## src/rtl/pair_regfile_pkg.sv

```systemverilog
// Shared encodings for the paired register file.
// Assumes byte codes B,C,D,E,H,L = 0..5 so that code>>1 is the pair index.
package pair_regfile_pkg;
    typedef enum logic [2:0] {
        OP_IDLE  = 3'd0,
        OP_PUT   = 3'd1,
        OP_IMM   = 3'd2,
        OP_SWAP  = 3'd3,
        OP_INC   = 3'd4,
        OP_DEC   = 3'd5,
        OP_ADDHL = 3'd6,
        OP_RSVD  = 3'd7
    } pair_op_e;

    localparam int          NUM_PAIRS = 3;
    localparam logic [1:0]  PR_BC     = 2'd0;
    localparam logic [1:0]  PR_DE     = 2'd1;
    localparam logic [1:0]  PR_HL     = 2'd2;
    localparam logic [1:0]  PR_NONE   = 2'd3;
    localparam logic [2:0]  SEL_VOID  = 3'd6;
    localparam logic [2:0]  SEL_ACC   = 3'd7;
endpackage

```

## src/rtl/pair_alu.sv

```systemverilog
// Combinational pair operation unit: from the current pair values it
// computes which pairs change, their next values, and the carry update.
// Assumes at most one operation per cycle; pair code 3 selects nothing.
module pair_alu
    import pair_regfile_pkg::*;
#(
    parameter int W = 8
) (
    input  pair_op_e                        op,
    input  logic [1:0]                      sel,
    input  logic [NUM_PAIRS-1:0][2*W-1:0]   cur,
    input  logic [W-1:0]                    imm_lo,
    input  logic [W-1:0]                    imm_hi,
    input  logic [2*W-1:0]                  wdata,
    output logic [NUM_PAIRS-1:0]            we,
    output logic [NUM_PAIRS-1:0][2*W-1:0]   nxt,
    output logic                            cy_we,
    output logic                            cy_val
);
    localparam int PW = 2 * W;

    logic          sel_ok;
    logic [1:0]    idx;
    logic [PW-1:0] opnd;
    logic [PW:0]   sum;

    // Resolve the selected operand and the pair add.
    always_comb begin
        sel_ok = (sel != PR_NONE);
        idx    = sel_ok ? sel : PR_BC;
        opnd   = cur[idx];
        sum    = {1'b0, cur[PR_HL]} + {1'b0, opnd};
    end

    // Decode the operation into pair write enables and next values.
    always_comb begin
        we     = '0;
        nxt    = cur;
        cy_we  = 1'b0;
        cy_val = 1'b0;
        unique case (op)
            OP_PUT:   if (sel_ok) begin we[idx] = 1'b1; nxt[idx] = wdata;            end
            OP_IMM:   if (sel_ok) begin we[idx] = 1'b1; nxt[idx] = {imm_hi, imm_lo}; end
            OP_INC:   if (sel_ok) begin we[idx] = 1'b1; nxt[idx] = opnd + PW'(1);    end
            OP_DEC:   if (sel_ok) begin we[idx] = 1'b1; nxt[idx] = opnd - PW'(1);    end
            OP_SWAP: begin
                we[PR_DE]  = 1'b1;
                we[PR_HL]  = 1'b1;
                nxt[PR_DE] = cur[PR_HL];
                nxt[PR_HL] = cur[PR_DE];
            end
            OP_ADDHL: if (sel_ok) begin
                we[PR_HL]  = 1'b1;
                nxt[PR_HL] = sum[PW-1:0];
                cy_we      = 1'b1;
                cy_val     = sum[PW];
            end
            default: ;
        endcase
    end
endmodule

```

## src/rtl/reg_bank.sv

```systemverilog
// Storage for the accumulator and the three byte pairs. A pair write
// replaces the whole pair and beats a byte write into the same pair.
// Assumes byte code 2p is the high byte and 2p+1 the low byte of pair p.
module reg_bank
    import pair_regfile_pkg::*;
#(
    parameter int W = 8
) (
    input  logic                            clk,
    input  logic                            rst_n,
    input  logic                            wr_en,
    input  logic [2:0]                      wr_sel,
    input  logic [W-1:0]                    wr_data,
    input  logic [NUM_PAIRS-1:0]            pair_we,
    input  logic [NUM_PAIRS-1:0][2*W-1:0]   pair_nxt,
    output logic [NUM_PAIRS-1:0][2*W-1:0]   pair_q,
    output logic [W-1:0]                    acc_q
);
    localparam int PW = 2 * W;

    // Accumulator register.
    always_ff @(posedge clk) begin
        if (!rst_n)                          acc_q <= '0;
        else if (wr_en && wr_sel == SEL_ACC) acc_q <= wr_data;
    end

    for (genvar p = 0; p < NUM_PAIRS; p++) begin : g_pair
        localparam logic [2:0] HI_CODE = 3'(2 * p);
        localparam logic [2:0] LO_CODE = 3'(2 * p + 1);
        logic [PW-1:0] r_q;

        // One pair: pair operation first, then a byte write.
        always_ff @(posedge clk) begin
            if (!rst_n)                          r_q <= '0;
            else if (pair_we[p])                 r_q <= pair_nxt[p];
            else if (wr_en && wr_sel == HI_CODE) r_q[PW-1:W] <= wr_data;
            else if (wr_en && wr_sel == LO_CODE) r_q[W-1:0]  <= wr_data;
        end
        assign pair_q[p] = r_q;


        pair_wins_chk: assert property (@(posedge clk) disable iff (!rst_n)
            (pair_we[p] && wr_en && (wr_sel == HI_CODE || wr_sel == LO_CODE))
            |=> pair_q[p] == $past(pair_nxt[p]));
    end


    void_write_chk: assert property (@(posedge clk) disable iff (!rst_n)
        (wr_en && wr_sel == SEL_VOID && pair_we == '0)
        |=> ($stable(pair_q) && $stable(acc_q)));
endmodule

```

## src/rtl/mem_addr_sel.sv

```systemverilog
// Memory address source select: H-L is the default pointer, B-C and
// D-E serve indirect accesses. Assumes code 3 falls back to H-L.
module mem_addr_sel
    import pair_regfile_pkg::*;
#(
    parameter int W = 8
) (
    input  logic [1:0]                      mem_sel,
    input  logic [NUM_PAIRS-1:0][2*W-1:0]   pairs,
    output logic [2*W-1:0]                  addr
);
    // Pick the address pair.
    always_comb begin
        unique case (mem_sel)
            2'd1:    addr = pairs[PR_BC];
            2'd2:    addr = pairs[PR_DE];
            default: addr = pairs[PR_HL];
        endcase
    end
endmodule

```

## src/rtl/pair_regfile.sv

```systemverilog
// Top of the paired register file: byte and pair read muxes, the pair
// operation unit, storage, the pair-add carry and the memory address.
// Assumes writes land at the clock edge and reads show stored state.
module pair_regfile
    import pair_regfile_pkg::*;
#(
    parameter int DATA_W = 8,
    localparam int PAIR_W = 2 * DATA_W
) (
    input  logic              clk,
    input  logic              rst_n,
    input  logic [2:0]        reg_rd_sel,
    output logic [DATA_W-1:0] reg_rd_data,
    input  logic              reg_wr_en,
    input  logic [2:0]        reg_wr_sel,
    input  logic [DATA_W-1:0] reg_wr_data,
    input  logic [1:0]        pair_rd_sel,
    output logic [PAIR_W-1:0] pair_rd_data,
    input  logic [2:0]        pair_op,
    input  logic [1:0]        pair_sel,
    input  logic [PAIR_W-1:0] pair_wr_data,
    input  logic [DATA_W-1:0] imm_lo,
    input  logic [DATA_W-1:0] imm_hi,
    input  logic [1:0]        mem_sel,
    output logic [PAIR_W-1:0] mem_addr,
    output logic              carry_out
);
    logic [NUM_PAIRS-1:0][PAIR_W-1:0] pairs;
    logic [NUM_PAIRS-1:0][PAIR_W-1:0] pair_nxt;
    logic [NUM_PAIRS-1:0]             pair_we;
    logic [DATA_W-1:0]                acc;
    logic                             cy_we;
    logic                             cy_val;
    pair_op_e                         op;
    logic [PAIR_W-1:0]                rd_pair;

    assign op = pair_op_e'(pair_op);

    pair_alu #(.W(DATA_W)) i_alu (
        .op(op), .sel(pair_sel), .cur(pairs), .imm_lo(imm_lo), .imm_hi(imm_hi),
        .wdata(pair_wr_data), .we(pair_we), .nxt(pair_nxt),
        .cy_we(cy_we), .cy_val(cy_val)
    );

    reg_bank #(.W(DATA_W)) i_bank (
        .clk(clk), .rst_n(rst_n), .wr_en(reg_wr_en), .wr_sel(reg_wr_sel),
        .wr_data(reg_wr_data), .pair_we(pair_we), .pair_nxt(pair_nxt),
        .pair_q(pairs), .acc_q(acc)
    );

    mem_addr_sel #(.W(DATA_W)) i_mem (
        .mem_sel(mem_sel), .pairs(pairs), .addr(mem_addr)
    );

    // Carry flag, touched only by the pair add.
    always_ff @(posedge clk) begin
        if (!rst_n)     carry_out <= 1'b0;
        else if (cy_we) carry_out <= cy_val;
    end

    // Byte read mux: high byte on even codes, low byte on odd codes.
    always_comb begin
        rd_pair = (reg_rd_sel[2:1] == 2'd3) ? '0 : pairs[reg_rd_sel[2:1]];
        if (reg_rd_sel == SEL_ACC)       reg_rd_data = acc;
        else if (reg_rd_sel == SEL_VOID) reg_rd_data = '0;
        else if (!reg_rd_sel[0])         reg_rd_data = rd_pair[PAIR_W-1:DATA_W];
        else                             reg_rd_data = rd_pair[DATA_W-1:0];
    end

    // Pair read mux.
    always_comb begin
        pair_rd_data = (pair_rd_sel == PR_NONE) ? '0 : pairs[pair_rd_sel];
    end


    swap_chk: assert property (@(posedge clk) disable iff (!rst_n)
        (op == OP_SWAP) |=> (pairs[PR_HL] == $past(pairs[PR_DE]) &&
                             pairs[PR_DE] == $past(pairs[PR_HL])));


    inc_wrap_chk: assert property (@(posedge clk) disable iff (!rst_n)
        (op == OP_INC && pair_sel == PR_HL)
        |=> pairs[PR_HL] == PAIR_W'($past(pairs[PR_HL]) + 1'b1));


    carry_hold_chk: assert property (@(posedge clk) disable iff (!rst_n)
        (op != OP_ADDHL || pair_sel == PR_NONE) |=> $stable(carry_out));


    none_sel_chk: assert property (@(posedge clk) disable iff (!rst_n)
        (pair_sel == PR_NONE && op != OP_SWAP && !reg_wr_en)
        |=> ($stable(pairs) && $stable(carry_out)));


    mem_de_chk: assert property (@(posedge clk) disable iff (!rst_n)
        (mem_sel == 2'd2) |-> mem_addr == {i_bank.g_pair[1].r_q});
endmodule

```

## config.mk

```make
export PLATFORM = sky130hd
export DESIGN_NAME = pair_regfile
export DESIGN_NICKNAME = d
export VERILOG_FILES = /design/src/rtl/pair_regfile_pkg.sv /design/src/rtl/pair_alu.sv /design/src/rtl/reg_bank.sv /design/src/rtl/mem_addr_sel.sv /design/src/rtl/pair_regfile.sv
export SDC_FILE = /design/constraint.sdc
export NUM_CORES = 1
export LEC_CHECK = 0
export BUFFER_PORTS_ARGS = -buffer_cell sky130_fd_sc_hd__clkbuf_2
export CAP_MARGIN = 30
export CORE_MARGIN = 2
export CORE_UTILIZATION = 40
export DETAILED_ROUTE_END_ITERATION = 16
export HOLD_SLACK_MARGIN = 0.06
export SLEW_MARGIN = 20
export SYNTH_ARGS = -nofsm -noshare
export SYNTH_HDL_FRONTEND = slang
export SYNTH_SLANG_ARGS = --single-unit
```

## constraint.sdc

```tcl
create_clock -name clk -period 3.85 [get_ports clk]
set_clock_uncertainty 0.05 [all_clocks]
set_input_delay 0 -clock clk [delete_from_list [all_inputs] [get_ports clk]]
set_output_delay 0 -clock clk [all_outputs]
set_load 0.005 [all_outputs]
```

Word-level counts from Yosys, hierarchy flattened
Cells that the tools add are included.

operators by class
  eq/ne operators = 38
  reduce and logical (&&, ||, !) cells = 22
  multiplexer cells = 49
  order comparisons = 4
  add/sub/neg operators = 3

operators with widths
  cell                     count
  $bwmux W48               4
  $mux W48                 4
  $mux W16                 10
  $bmux W16 S2             3
  $mux W8                  12
  $pmux W16 S6             1
  $pmux W16 S5             1
  $pmux W16 S4             1
  $ne A3 B3 Y1 const B     13
  $demux W16 S2            1
  $pmux W16 S2             1
  $eq A3 B3 Y1 const B     8
  $reduce_and A7 Y1        3
  $add A16 B16 Y17         1
  $add A16 B1 Y16 const B  1
  $sub A16 B1 Y16 const B  1
  $eq A3 B2 Y1 const B     4
  $reduce_and A6 Y1        2
  $reduce_bool A2 Y1       6
  $lt A2 B3 Y1 const B     3
  $logic_and A1 B1 Y1      8
  $ne A2 B2 Y1 const B     4
  $reduce_and A8 Y1        1
  $ne A7 B7 Y1 const B     1
  other kinds (14)         22

storage, ports and cells
  bits in registers = 57
  output and inout bits = 41
  logic and storage cells = 124

Depth between registers and ports, before layout
  depth in word-level cells = 10
  depth in mapped cells = 18
  depth with buffers taken out = 15

Modules after synthesis
A second synthesis with hierarchy kept.

second synthesis, totals
  cells, all modules = 1034
  area, all modules = 7583.5 um^2

by module, submodules not included
  module        cells an instance  area an instance (um^2)  times used
  pair_alu      612                3908.7                   1
  reg_bank      257                2391.0                   1
  pair_regfile  106                864.6                    1
  mem_addr_sel  59                 419.2                    1

Worst setup path before layout
OpenSTA, ideal clock, no wires.

  path kind = input port to flip-flop
  start = in pair_sel[1]
  end = reg i_bank.g_pair[2].r_q[13]
  setup slack = 0.748 ns
  data arrival time = 2.934 ns
  library setup time = 0.117 ns
  required time = 3.683 ns
  stages = 17
  buffers on the path = 3
  cells stage by stage = inv_1 -> ha_1 -> buf_6 -> nor2b_4 -> buf_6 -> buf_12 -> a2bb2oi_2 -> inv_2 -> ha_1 -> a21o_1 -> a31o_2 -> a2111o_1 -> a31oi_1 -> a211oi_1 -> or3_1 -> a41oi_1 -> nand2_1

between the ends
  cells in the longest elaborated chain, start to end = 10

RTL lines
  what                                                      RTL line            RTL
  start, declared                                           pair_regfile.sv:20  input logic [1:0] pair_sel,
  branches (longest 10 deep; another with $sub A16 B1 Y16)  n/a
  end signal, assigned                                      reg_bank.sv:35      else if (pair_we[p]) r_q <= pair_nxt[p];
  end signal, assigned by index                             reg_bank.sv:36      else if (wr_en && wr_sel == HI_CODE) r_q[PW-1:W] <= wr_data;
  end signal, assigned by index                             reg_bank.sv:37      else if (wr_en && wr_sel == LO_CODE) r_q[W-1:0] <= wr_data;
  end, declared                                             reg_bank.sv:30      logic [PW-1:0] r_q;

Several ways; the timed one is not identified. The select of a mux whose other input is x is not followed.
A chain may end at the register's enable or synchronous reset.

Final worst setup path
  start = reg i_bank.g_pair[0].r_q[0]
  end = reg i_bank.g_pair[2].r_q[12]

between the ends
  cells in the longest elaborated chain, start to end = 7

RTL lines
  what                                                RTL line                        RTL
  start, declared                                     reg_bank.sv:30
  start signal, assigned                              reg_bank.sv:35
  start signal, assigned by index                     reg_bank.sv:36
  start signal, assigned by index                     reg_bank.sv:37
  $bmux W16 S2 *                                      pair_alu.sv:31                  opnd = cur[idx];
  $mux W16 (not written as such) *                    pair_alu.sv:31
  $sub A16 B1 Y16 or $add A16 B1 Y16 (tied branches)  pair_alu.sv:45, pair_alu.sv:44
  $bwmux W48 (on tied branches)                       pair_alu.sv:45, pair_alu.sv:44
  $mux W48 (on tied branches)                         pair_alu.sv:45, pair_alu.sv:44
  $pmux W16 S6 *                                      pair_alu.sv:41                  unique case (op)
  $mux W16 *                                          reg_bank.sv:35

Every way passes the cells marked *; elsewhere a longest branch is shown, timed or not. The select of a mux whose other input is x is not followed.

==> key figures <==
Run status
  • Status: finished clean

Setup path
  • Data arrival time of the worst path: 3620 ps
  • CP max stage cell: fa_1
  • CP top delay family: compound AO/OA/AOI/OAI gates
  • WP buf/inv: 2
  • Setup crit end kind: register
  • R2r endpoint: i_bank.g_pair[2].r_q[12]
  • Largest stage delay, worst path: 460 ps
  • Worst path most repeated cell: a21oi_1
  • Reg2reg path depth: 14
  • CP Class: register to register
  • FF-to-FF Start: i_bank.g_pair[0].r_q[0]
  • CP startpoint kind: register
  • Worst Path Max Fanout: 6
  • Crit path cell chain: mux2i_1, a2bb2oi_2, inv_2, buf_4, ha_1, fa_1, nand3_1, a21oi_1, o31ai_1, a31oi_1, a21oi_1, xnor2_1, a221oi_1, nor2_1
  • CP Data Required Time: 4030 ps
  • Worst R2R Setup Slack: 410 ps

Floorplan
  • Die width: 141 um
  • Row count: 50
  • Core Area: 18600 um^2
  • Die area: 19900 um^2
  • Initial Util: 0.405
  • Die Y: 141 um
  • # IOs: 99

Synth
  • Post-Syn Area: 7530 um^2
  • Syn_nets: 1137
  • Synth Instances: 1050
  • Asr flop ratio synth: 0
  • Post-synth EDFFs: 0
  • Warning count from the yosys run: 0
  • Synth area leader: dfxtp_1
  • Top_reg_cell synth: dfxtp_1
  • Yosys reg bits: 57
  • Top cell type's share of synthesized area: 0.152
  • Distinct cells, synth: 93
  • Avg Inst Size Synth: 7.17 um^2
  • Top post-synthesis cells by area: dfxtp_1 (15%), o21ai_0 (7.8%), nand2_1 (6.9%), a21oi_1 (5.5%), mux2i_1 (5.2%)
  • Post-synthesis sequential area ratio: 0.152

Pwr
  • Power density over cell area: 318 nW/um^2
  • Leakage: 3.49 nW
  • Power Total: 2.81 mW
  • Maximum VDD drop: 0.148 mV

STA
  • Worst slew margin: 0.376
  • Fin. max-slew vios: 0
  • Unrepaired setup endpoints after global routing: no
  • Final setup violating endpoints: 0
  • Period utilization: 0.895
  • Final hold violations: 0
  • Max Fclk: 290 MHz
  • TNS Setup: 0 ps
  • Final min period: 3440 ps
  • Worst-margin pin slew: 935 ps

Clocking
  • Clock-pin slew on the worst setup and hold paths: 60 ps
  • Worst-Skew Late Latency: 340 ps
  • Total CTS buffers: 9
  • CTS tree: yes
  • H-tree depth: 3
  • CTS Buffer Depth: 2
  • CTS Root Cell: clkbuf_16
  • CTS Sinks: 57

Global routing
  • GR Util All Layers: 0.367
  • Antenna violations before repair: 1
  • Pin count of the biggest net entering global routing: 49
  • GRT overflow: 0
  • Vias in the first global route: 8543
  • First-pass GRT wire length: 55100 um

Layout
  • Fillers: 1911
  • Nets: 1232
  • Most frequent cells in the layout: nand2_1 (139), o21ai_0 (118), clkbuf_2 (98), a21oi_1 (83), nor2_1 (71)
  • Fin cells: 1384
  • Synth-to-Final Area Change: 17.2%
  • Most common cell after layout, fill and taps aside: nand2_1
  • Layout cells sized above 1: 0.198
  • Antenna cells: 0

Placed design
  • Post-DP HPWL: 28500 um
  • Inst Count DP: 1357
  • PortBufs: 98
  • GPL Wtd Cong: 1.04

Min path
  • Hold Path End: i_bank.acc_q[3]
  • Hold_sp: reg_wr_data[3]
  • Hold Path Class: input pin to register
  • Hold path cells: 3

Drt
  • Wire per inst: 27.0 um
  • Via count: 9349
  • Post-route ant nets: 0
  • Iteration count of the initial detailed-routing pass: 8
  • Initial DRC count: 1471
  • WL final: 37400 um
  • DR vias/cell: 6.76
  • # DRC: 0

Run
  • Max Cap Viol: 0
## cell usage after synthesis (21+ instances only)
| library cell | n |
|---|---|
| nand2_1 | 139 |
| o21ai_0 | 118 |
| a21oi_1 | 83 |
| nor2_1 | 71 |
| clkbuf_1 | 67 |
| dfxtp_1 | 57 |
| mux2i_1 | 39 |
| nor3_1 | 29 |
| ha_1 | 28 |
| a221oi_1 | 26 |
| nand3_1 | 26 |
| inv_1 | 25 |
| a22oi_1 | 22 |
| nor2b_1 | 21 |
## how the worst max path moves through the flow
stage                             from                        to  slack (ps)  cells past startpoint
3_5_place_dp               pair_sel[1]  i_bank.g_pair[2].r_q[12]         100                     17
3_3_place_gp               pair_sel[1]  i_bank.g_pair[2].r_q[12]         220                     17
4_1_cts        i_bank.g_pair[0].r_q[0]  i_bank.g_pair[2].r_q[12]         400                     14
6_report       i_bank.g_pair[0].r_q[0]  i_bank.g_pair[2].r_q[12]         410                     14
5_1_grt        i_bank.g_pair[0].r_q[0]  i_bank.g_pair[2].r_q[12]         130                     14
2_1_floorplan              pair_sel[1]  i_bank.g_pair[2].r_q[13]         750                     17
## stage by stage
stage          area (um^2)  worst slack (ps)  utilization  hold WS, ps
6_report              8820               406        0.475         94.6
3_5_place_dp          8380              97.5        0.451          317
2_1_floorplan         7530               748            -         33.3
5_1_grt               8820               134        0.475          100
3_3_place_gp          8380               225        0.451          309
4_1_cts               8820               398        0.475         62.2
## cell type report
class | instances | area [um^2] | area share
Timing Repair Buffer | 167 | 1040 | 0.117
Multi-Input combinational cell | 877 | 5900 | 0.668
Clock buffer | 10 | 239 | 0.0271
Inverter | 33 | 126 | 0.0143
Tap cell | 234 | 293 | 0.0332
Clock inverter | 6 | 91.3 | 0.0104
Sequential cell | 57 | 1140 | 0.129
## state kept, by name, summed over array words and instances, names as in the netlist
name	count
carry_out	1
i_bank.g_pair.r_q	48
i_bank.acc_q	8
## metal layers
metal  GRT usage  routed length [um]  up-vias
met5           0                   0        -
met4       0.147                1740        0
met3      0.0798                4500      132
met2       0.567               16100      728
met1       0.498               15100     4320
li1            -                   -     4169
## where the power goes
part           switching, mW  leakage (nW)  internal (mW)
Clock                  0.339         0.151          0.586
Combinational          0.713          2.87          0.417
Sequential             0.121         0.466          0.633
Total                   1.17          3.49           1.64
## kinds of logic (layout without fill, tap and decap cells)
| kind of cell | count (synthesis) | in the layout | synth area share |
|---|---|---|---|
| compound gates | 417 | 417 | 0.388 |
| xor+xnor | 32 | 32 | 0.0372 |
| fa+ha+maj | 29 | 29 | 0.0492 |
| buf+inv | 116 | 216 | 0.0656 |
| flops | 57 | 57 | 0.152 |
| mux | 54 | 54 | 0.0832 |
| simple gates | 345 | 345 | 0.225 |
## tightest hold or removal path, stage by stage
cell      delay (ps)
clkbuf_2         240
nand2_1          120
a21boi_0          70
## repair_timing
item                                   CTS  global route
endpoints found under the hold margin   13             0
gates resized for setup                  0             0
hold buffers                            11             0
setup buffers                            0             0
Note: power is estimated with default switching activity, not from simulation.
